<file path="src/rtl/rxp_pkg.sv">
package rxp_pkg;

  typedef struct packed {
    logic [31:0] data;
    logic        tail;
    logic [1:0]  pad;
  } rxp_word_t;

  // CRC-8, polynomial 0x07, MSB first, one byte per call
  function automatic logic [7:0] rxp_crc8_step(input logic [7:0] crc_in,
                                                input logic [7:0] b);
    logic [7:0] c;
    c = crc_in ^ b;
    for (int i = 0; i < 8; i++) begin
      c = c[7] ? ({c[6:0], 1'b0} ^ 8'h07) : {c[6:0], 1'b0};
    end
    return c;
  endfunction

endpackage

</file>
<file path="src/rtl/rxp_assembler.sv">
module rxp_assembler
  import rxp_pkg::*;
(
  input  logic       clk,
  input  logic       rst,
  input  logic       crc_en,
  input  logic       accept,
  input  logic       discard,
  input  logic [7:0] in_byte,
  input  logic       in_last,
  output logic       push,
  output rxp_word_t  word
);

  logic [23:0] acc;
  logic [1:0]  lane;
  logic [7:0]  crc;
  logic [7:0]  store_byte;

  assign store_byte = (in_last && crc_en) ? (in_byte ^ crc) : in_byte;
  assign push       = accept && !discard && (in_last || lane == 2'd3);

  always_comb begin
    word.data = {acc, 8'h00};
    word.data[31 - 8*int'(lane) -: 8] = store_byte;
    word.tail = in_last;
    word.pad  = in_last ? (2'd3 - lane) : 2'd0;
  end

  always_ff @(posedge clk) begin
    if (rst) begin
      acc  <= '0;
      lane <= '0;
      crc  <= '0;
    end else if (accept) begin
      if (discard || in_last) begin
        acc  <= '0;
        lane <= '0;
        crc  <= '0;
      end else begin
        crc <= rxp_crc8_step(crc, in_byte);
        if (lane == 2'd3) begin
          acc  <= '0;
          lane <= '0;
        end else begin
          acc[23 - 8*int'(lane) -: 8] <= in_byte;
          lane <= lane + 2'd1;
        end
      end
    end
  end

endmodule

</file>
<file path="src/rtl/rxp_word_fifo.sv">
module rxp_word_fifo #(
  parameter int DEPTH    = 8,
  parameter int WIDTH    = 35,
  parameter int AE_LEVEL = 4
) (
  input  logic             clk,
  input  logic             rst,
  input  logic             push,
  input  logic [WIDTH-1:0] din,
  input  logic             pop,
  output logic [WIDTH-1:0] dout,
  output logic             empty,
  output logic             full,
  output logic             ae_n
);

  localparam int AW = (DEPTH > 1) ? $clog2(DEPTH) : 1;
  localparam int CW = $clog2(DEPTH + 1);

  logic [WIDTH-1:0] mem [DEPTH];
  logic [AW-1:0]    wr_ptr, rd_ptr;
  logic [CW-1:0]    count, count_nx;
  logic             do_push, do_pop;

  assign empty   = (count == '0);
  assign full    = (count == CW'(DEPTH));
  assign do_push = push && !full;
  assign do_pop  = pop && !empty;
  assign dout    = mem[rd_ptr];

  always_comb begin
    count_nx = count;
    if (do_push && !do_pop) count_nx = count + 1'b1;
    if (do_pop && !do_push) count_nx = count - 1'b1;
  end

  always_ff @(posedge clk) begin
    if (do_push) mem[wr_ptr] <= din;
  end

  always_ff @(posedge clk) begin
    if (rst) begin
      wr_ptr <= '0;
      rd_ptr <= '0;
      count  <= '0;
      ae_n   <= 1'b0;
    end else begin
      if (do_push) wr_ptr <= (wr_ptr == AW'(DEPTH-1)) ? '0 : wr_ptr + 1'b1;
      if (do_pop)  rd_ptr <= (rd_ptr == AW'(DEPTH-1)) ? '0 : rd_ptr + 1'b1;
      count <= count_nx;
      ae_n  <= (count_nx >= CW'(AE_LEVEL));
    end
  end

endmodule

</file>
<file path="src/rtl/rxp_stall_timer.sv">
module rxp_stall_timer #(
  parameter int TIMEOUT_CYC = 4_166_667
) (
  input  logic clk,
  input  logic rst,
  input  logic stalled,
  input  logic end_msg,
  output logic blocked,
  output logic discard
);

  localparam int TW = $clog2(TIMEOUT_CYC + 1);

  logic [TW-1:0] waited;

  always_ff @(posedge clk) begin
    if (rst) begin
      waited  <= '0;
      blocked <= 1'b0;
      discard <= 1'b0;
    end else begin
      blocked <= 1'b0;
      if (discard) begin
        waited <= '0;
        if (end_msg) discard <= 1'b0;
      end else if (stalled) begin
        if (waited == TW'(TIMEOUT_CYC - 1)) begin
          waited  <= '0;
          blocked <= 1'b1;
          discard <= 1'b1;
        end else begin
          waited <= waited + 1'b1;
        end
      end else begin
        waited <= '0;
      end
    end
  end

endmodule

</file>
<file path="src/rtl/rxp_word_packer.sv">
module rxp_word_packer
  import rxp_pkg::*;
#(
  parameter int DEPTH       = 8,
  parameter int AE_LEVEL    = 4,
  parameter int TIMEOUT_CYC = 4_166_667
) (
  input  logic        clk,
  input  logic        rst,
  input  logic        crc_en,
  input  logic        in_valid,
  input  logic [7:0]  in_byte,
  input  logic        in_last,
  output logic        in_ready,
  output logic [31:0] rx_data,
  output logic        rx_tail,
  output logic [1:0]  rx_pad,
  output logic        rx_rdy,
  input  logic        rx_en,
  output logic        rx_ae_n,
  output logic        rx_blocked
);

  localparam int WW = $bits(rxp_word_t);

  logic      accept, push, discard, q_empty, q_full;
  rxp_word_t new_word, head;

  assign in_ready = discard || !q_full;
  assign accept   = in_valid && in_ready;
  assign rx_rdy   = !q_empty;
  assign rx_data  = head.data;
  assign rx_tail  = head.tail;
  assign rx_pad   = head.pad;

  rxp_assembler u_asm (
    .clk(clk), .rst(rst), .crc_en(crc_en), .accept(accept),
    .discard(discard), .in_byte(in_byte), .in_last(in_last),
    .push(push), .word(new_word)
  );

  rxp_word_fifo #(.DEPTH(DEPTH), .WIDTH(WW), .AE_LEVEL(AE_LEVEL)) u_fifo (
    .clk(clk), .rst(rst), .push(push), .din(new_word),
    .pop(rx_en), .dout(head), .empty(q_empty), .full(q_full), .ae_n(rx_ae_n)
  );

  rxp_stall_timer #(.TIMEOUT_CYC(TIMEOUT_CYC)) u_timer (
    .clk(clk), .rst(rst), .stalled(in_valid && q_full),
    .end_msg(accept && in_last), .blocked(rx_blocked), .discard(discard)
  );

endmodule

</file>
<file path="config.mk">
export PLATFORM = sky130hd
export DESIGN_NAME = rxp_word_packer
export DESIGN_NICKNAME = d
export VERILOG_FILES = /design/src/rtl/rxp_pkg.sv /design/src/rtl/rxp_assembler.sv /design/src/rtl/rxp_word_fifo.sv /design/src/rtl/rxp_stall_timer.sv /design/src/rtl/rxp_word_packer.sv
export SDC_FILE = /design/constraint.sdc
export NUM_CORES = 1
export LEC_CHECK = 0
export ABC_AREA = 1
export BUFFER_PORTS_ARGS = -buffer_cell sky130_fd_sc_hd__buf_2
export CAP_MARGIN = 0
export CORE_MARGIN = 1.5
export CORE_UTILIZATION = 60
export CTS_CLUSTER_SIZE = 40
export DETAILED_ROUTE_END_ITERATION = 7
export PLACE_DENSITY = 0.75
export SYNTH_ARGS = -nofsm -noshare
export SYNTH_HDL_FRONTEND = slang
export SYNTH_SLANG_ARGS = --single-unit
</file>
<file path="constraint.sdc">
create_clock -name clk -period 10.01 [get_ports clk]
set_input_delay 2.002 -clock clk [delete_from_list [all_inputs] [get_ports clk]]
set_output_delay 2.002 -clock clk [all_outputs]
set_load 0.03 [all_outputs]
</file>
==> flow_metrics.env, run 1 <==
export IMPL_max_clock_freq_mhz=172
export IMPL_synth_top_area_share_pct=56.4
export IMPL_worst_slew_pin_slew_ns=0.899
export IMPL_syn_nets=1437
export IMPL_yosys_area_top_type="edfxtp_1"
export IMPL_antennaDiodeCount=0
export IMPL_root_buffer="clkbuf_16"
export IMPL_period_minus_slack_ns=5.81
export IMPL_netlist_top_cells_count="nor2_1 (313), edfxtp_1 (280), o21ai_0 (164)"
export IMPL_place_congestion=0.910
export IMPL_cts_htree_levels=2
export IMPL_syn2layout_area_growth_pct=11.3
export IMPL_slew_viol_final=0
export IMPL_relSlewSlack_pct=40.0
export IMPL_grt_start_max_net_pins=79
export IMPL_die_x_um=161
export IMPL_cts_tree="done"
export IMPL_setup_ws_ns=4.20
export IMPL_rr_endpoint="u_asm.acc[8]"
export IMPL_whs_endpoint="u_asm.acc[10]"
export IMPL_seq_area_um2=9850
export IMPL_port_buffers=52
export IMPL_postCtsSetupRepairBufs=0
export IMPL_multiInputGateArea_um2=4510
export IMPL_place_hpwl_um=19000
export IMPL_ys_warn_count=0
export IMPL_synth_cell_types=46
export IMPL_grt_remaining_overflow=0
export IMPL_p_leak_nw=5.70
export IMPL_r2r_worst_path_cells=8
export IMPL_syn_cell_area_um2=14900
export IMPL_grt_pass1_vias=10100
export IMPL_hold_path_class="register to register"
export IMPL_syn_area_per_cell_um2=10.6
export IMPL_fillerInstances=1802
export IMPL_holdBufCountCts=0
export IMPL_drc=0
export IMPL_path_class="register to primary output"
export IMPL_layout_drive_gt1_share_pct=11.5
export IMPL_yosysSeqAreaShare_pct=66.0
export IMPL_cts_buffers=36
export IMPL_utilization_pct=68.1
export IMPL_status="finished clean"
export IMPL_synth_seq_cells=352
export IMPL_initial_core_util_pct=61.2
export IMPL_powerDensity_nw_per_um2=264
export IMPL_clock_path_buffers=3
export IMPL_setup_tns_ns=0
export IMPL_rows=57
export IMPL_clock_sinks=352
export IMPL_worstHoldStart="u_asm.acc[10]"
export IMPL_post_synth_top_count_cell="nor2_1"
export IMPL_vdd_ir_drop_max_mv=0.186
export IMPL_num_io_pins=53
export IMPL_end_kind="primary output"
export IMPL_vias_per_cell=5.85
export IMPL_synth_top_flop_cell="edfxtp_1"
export IMPL_drv_cap=0
export IMPL_drt_first_pass_iters=5
export IMPL_drtIter0Drc=998
export IMPL_clock_latency_ns=0.52
export IMPL_cp_data_required_time_ns=8.01
export IMPL_worstPathArrival_ns=3.81
export IMPL_core_um2=24400
export IMPL_nets=1472
export IMPL_postRouteAntennaNets=0
export IMPL_cp_cell_sequence="clkinv_2 > buf_4 > o21ai_0 > o22ai_1 > nor2_1 > a31oi_1 > buf_2"
export IMPL_dp_slack_ns=4.74
export IMPL_yosys_top_cells_area="edfxtp_1 (56%), dfxtp_1 (9.7%), nor2_1 (7.9%), o21ai_0 (5.5%), nand2_1 (3.4%)"
export IMPL_cp_max_fo=78
export IMPL_die_h_um=161
export IMPL_antenna_found_initial=0
export IMPL_reg2reg_slack_ns=6.60
export IMPL_clk_pin_slew_worst_paths_ns=0.06
export IMPL_post_cts_resized=0
export IMPL_grt_pass1_wl_um=52600
export IMPL_drt_wl_total_um=33300
export IMPL_finalClockSkew_ns=0.0178
export IMPL_die_area_um2=25800
export IMPL_holdPathStages=2
export IMPL_grt_total_usage_pct=26.2
export IMPL_netlist_instances=1405
export IMPL_slowest_stage="dfxtp_4"
export IMPL_fin_crit_sh_pct=58.0
export IMPL_hold_viol_final=0
export IMPL_synth_edff_count=280
export IMPL_wire_per_inst_um=18.6
export IMPL_setup_violations=0
export IMPL_start_kind="register"
export IMPL_rsz0062_at_grt="false"
export IMPL_async_flop_share_pct=0
export IMPL_vias=10500
export IMPL_r2r_start="u_asm.lane[0]"
export IMPL_critPathMaxStageDelay_ns=0.92
-- sequential cells by signal, summed over array words and instances (netlist names), named ones only --
name	count
u_asm.lane	2
u_fifo.ae_n	1
u_asm.acc	24
u_timer.discard	1
u_fifo.count	3
u_timer.waited	22
u_fifo.mem	280
u_fifo.wr_ptr	3
u_fifo.rd_ptr	3
u_timer.blocked	1
u_asm.crc	8
-- worst max path at each step --
stage / to / slack (ns)
6_report: rx_data[23] / 4.20
3_3_place_gp: rx_data[23] / 4.82
4_1_cts: rx_data[29] / 4.20
2_1_floorplan: u_fifo.mem[1][0] / 5.65
5_1_grt: rx_data[23] / 3.83
3_5_place_dp: rx_data[23] / 4.74
-- cells in the final DEF (no fill, tap or decap), types with 8 or more instances in the layout --
cell type  instances
nor2_1           309
edfxtp_1         280
o21ai_0          164
nand2_1          135
inv_1             71
dfxtp_1           70
o22ai_1           59
buf_2             52
nand3_1           42
a21oi_1           41
clkbuf_16         37
a31oi_1           35
ha_1              18
nor3_1            16
xor2_1            14
nand4_1           14
buf_4             13
inv_2              9
nor2_4             8
-- area by class of cell --
type                    instances  area share, %
clock buffers                  41           5.67
clock inverters                22           1.33
inverters                      83           1.90
multi-input cells             902           27.2
flip-flops and latches        352           59.3
well taps                     324           2.44
repair buffers                 65           2.15
-- routing by layer --
layer,wire (um),track usage (%),vias up
met2,15700,42.6,429
met4,808,8.80,0
met3,2590,4.29,56
li1,-,-,5007
met1,14200,36.3,4972
met5,0,0,-
-- cell families (layout without fill, tap and decap cells) --
family | count (synthesis) | after routing | share of synthesized area, %
XOR/XNOR | 20 | 20 | 1.17
flip-flops | 352 | 352 | 66.0
AND/OR/NAND/NOR | 551 | 551 | 15.6
buffers and inverters | 151 | 211 | 4.08
AO/OA/AOI/OAI | 313 | 313 | 11.6
adder cells (fa/ha/maj) | 18 | 18 | 1.51
-- metrics by stage --
step                      total power, mW  hold WS, ns  cell area [um^2]  cells
final                                4.38        0.457             16600   1789
after global routing                 4.59        0.467             16600   1789
after CTS                            4.39        0.454             16600   1789
after detailed placement             3.09        0.445             15400   1726
after global placement               3.06        0.439             15400   1726
after floorplan                      2.73        0.430             14900   1405
-- report_power, final --
part	internal, mW	leakage [nW]	switching, mW
Combinational	0.365	2.05	0.954
Clock	0.761	0.549	0.548
Sequential	1.68	3.10	0.0741
Total	2.80	5.70	1.58
-- worst max-delay path: cells and delay by family, from the launching register on --
| kind | cells | cell delay, ns |
|---|---|---|
| flip-flops | 1 | 0.92 |
| AND/OR/NAND/NOR | 1 | 0.09 |
| buffers and inverters | 3 | 1.81 |
| AO/OA/AOI/OAI | 3 | 0.45 |
Note: power is estimated with default switching activity, not from simulation.
==> run 2: changes to the inputs <==
- ABC_AREA: 1 -> 0
- clock period: 10.01 -> 5.7 ns (I/O delays scaled with it)
==> flow_metrics.env, run 2 <==
export IMPL_drt_first_pass_iters=6
export IMPL_powerDensity_nw_per_um2=411
export IMPL_multiInputGateArea_um2=4250
export IMPL_grt_remaining_overflow=0
export IMPL_p_seq_share_pct=46.1
export IMPL_top_register="u_fifo.mem"
export IMPL_netlist_top_cells_count="edfxtp_1 (280), dfxtp_1 (72), mux4_2 (70)"
export IMPL_die_area_um2=24900
export IMPL_wire_per_inst_um=22.4
export IMPL_async_flop_share_pct=0
export IMPL_syn_nets=913
export IMPL_syn2layout_area_growth_pct=12.1
export IMPL_switching_share_pct=27.5
export IMPL_vias_per_cell=5.97
export IMPL_critPathMaxStageDelay_ns=1.01
export IMPL_cts_tree="done"
export IMPL_rsz0062_at_grt="false"
export IMPL_clock_sinks=352
export IMPL_cp_data_required_time_ns=4.56
export IMPL_cts_htree_levels=2
export IMPL_die_x_um=158
export IMPL_nets=974
export IMPL_final_cell_mix="edfxtp_1 (280), mux4_2 (70), dfxtp_1 (69)"
export IMPL_clock_path_buffers=3
export IMPL_p_switching_mw=1.82
export IMPL_synth_seq_cells=352
export IMPL_postRouteAntennaNets=0
export IMPL_worstHoldStart="u_asm.acc[14]"
export IMPL_hold_path_class="register to register"
export IMPL_layout_drive_gt1_share_pct=24.8
export IMPL_rr_endpoint="u_fifo.mem[3][15]"
export IMPL_seq_area_um2=9860
export IMPL_netlist_instances=881
export IMPL_synth_top_flop_cell="edfxtp_1"
export IMPL_final_common_cell="edfxtp_1"
export IMPL_initial_core_util_pct=61.3
export IMPL_vdd_ir_drop_max_mv=0.325
export IMPL_worst_slew_pin_slew_ns=1.24
export IMPL_setup_violations=0
export IMPL_grt_pass1_wl_um=44000
export IMPL_path_class="register to primary output"
export IMPL_reg2reg_slack_ns=2.27
export IMPL_start_kind="register"
export IMPL_cts_buffers=37
export IMPL_cp_max_fo=48
export IMPL_drt_wl_total_um=28800
export IMPL_num_io_pins=53
export IMPL_total_power_mw=6.62
export IMPL_post_cts_resized=0
export IMPL_p_leak_nw=5.20
export IMPL_end_kind="primary output"
export IMPL_period_minus_slack_ns=4.04
export IMPL_antenna_found_initial=0
export IMPL_max_clock_freq_mhz=247
export IMPL_reg_largest_list="u_fifo.mem x280, u_asm.acc x24, u_timer.waited x22"
export IMPL_pwr_share_comb_pct=19.9
export IMPL_core_um2=23500
export IMPL_cp_cell_sequence="buf_12 > mux4_2 > mux2_2 > buf_2"
export IMPL_fin_crit_sh_pct=70.9
export IMPL_yosys_top_cells_area="edfxtp_1 (58%), mux4_2 (11%), dfxtp_1 (10%), mux2_2 (2.7%), nor2_1 (1.7%)"
export IMPL_port_buffers=52
export IMPL_holdPathStages=2
export IMPL_place_congestion=0.874
export IMPL_p_int_mw=4.80
export IMPL_fillerInstances=1562
export IMPL_die_h_um=158
export IMPL_whs_endpoint="u_asm.acc[14]"
export IMPL_postCtsSetupRepairBufs=0
export IMPL_drv_cap=0
export IMPL_synth_top_area_share_pct=58.5
export IMPL_finalNonFillerCells=1289
export IMPL_drtIter0Drc=633
export IMPL_r2r_worst_path_cells=7
export IMPL_finalClockSkew_ns=0.0101
export IMPL_slew_viol_final=0
export IMPL_root_buffer="clkbuf_16"
export IMPL_ys_warn_count=0
export IMPL_rows=56
export IMPL_antennaDiodeCount=0
export IMPL_grt_start_max_net_pins=71
export IMPL_clk_pin_slew_worst_paths_ns=0.06
export IMPL_syn_area_per_cell_um2=16.3
export IMPL_grt_pass1_vias=7843
export IMPL_worstPathArrival_ns=2.90
export IMPL_vias=7691
export IMPL_slowest_stage="dfxtp_4"
export IMPL_grt_total_usage_pct=24.1
export IMPL_place_area_um2=15000
export IMPL_place_hpwl_um=16700
export IMPL_post_synth_top_count_cell="edfxtp_1"
export IMPL_p_clk_share_pct=34.0
export IMPL_yosysSeqAreaShare_pct=68.5
export IMPL_setup_tns_ns=0
export IMPL_dp_cells=1222
export IMPL_yosys_area_top_type="edfxtp_1"
export IMPL_r2r_start="u_asm.lane[0]"
export IMPL_finalInstanceArea_um2=16100
export IMPL_synth_edff_count=280
export IMPL_syn_cell_area_um2=14400
export IMPL_clock_latency_ns=0.52
export IMPL_relSlewSlack_pct=17.3
export IMPL_status="finished clean"
export IMPL_holdBufCountCts=0
export IMPL_largest_reg_flops=280
export IMPL_drc=0
export IMPL_synth_cell_types=51
export IMPL_hold_viol_final=0
run 2: per-layer routing:
layer / routed length [um] / global-route usage, % / vias to the layer above
met1: 12300 / 33.4 / 3885
met4: 629 / 6.96 / 0
met3: 1830 / 4.93 / 57
li1: - / - / 3491
met5: 0 / 0 / -
met2: 14100 / 39.1 / 258
run 2: layout make-up:
type	count	share of cell area, %
flip-flops and latches	352	61.1
repair buffers	63	2.20
well taps	319	2.48
clock buffers	52	6.42
clock inverters	15	0.652
multi-input cells	455	26.3
inverters	33	0.768
run 2: kinds of logic after synthesis:
group,after synthesis,share of synthesized area (%)
buf+inv,74,2.30
compound gates,79,3.41
xor+xnor,49,3.42
flops,352,68.5
mux,106,13.8
simple gates,203,7.03
fa+ha+maj,18,1.57
run 2: per-stage QoR:
| stage | util [%] | worst slack [ns] | hold slack, ns |
|---|---|---|---|
| 6_report | 68.7 | 1.66 | 0.452 |
| 3_3_place_gp | 63.8 | 1.94 | 0.439 |
| 3_5_place_dp | 63.8 | 1.84 | 0.443 |
| 5_1_grt | 68.7 | 1.46 | 0.464 |
| 4_1_cts | 68.7 | 1.57 | 0.451 |
| 2_1_floorplan | - | 0.111 | 0.432 |
run 2: worst max path at each step:
stage / depth (start not counted) / to / from / slack (ns)
4_1_cts: 4 / rx_data[3] / register / 1.57
3_3_place_gp: 6 / u_fifo.mem[5][25] / in_last / 1.94
2_1_floorplan: 4 / u_fifo.mem[0][0] / in_valid / 0.11
5_1_grt: 4 / rx_data[3] / register / 1.46
3_5_place_dp: 7 / u_fifo.mem[3][15] / in_last / 1.84
6_report: 4 / rx_data[3] / register / 1.66
run 2: critical path: cells and delay by family, from the launching register on:
family / cells / cell delay (ns)
buf+inv: 2 / 0.50
flops: 1 / 1.01
mux: 2 / 0.84
run 2: power by group through the flow:
| stage | clock, mW | combinational [mW] | sequential (mW) |
|---|---|---|---|
| CTS | 2.28 | 1.33 | 3.06 |
| finish | 2.25 | 1.32 | 3.05 |
| detailed placement | 0 | 1.32 | 3.12 |
| floorplan | 0 | 1.14 | 2.96 |
| global route | 2.38 | 1.41 | 3.08 |
| global placement | 0 | 1.30 | 3.11 |
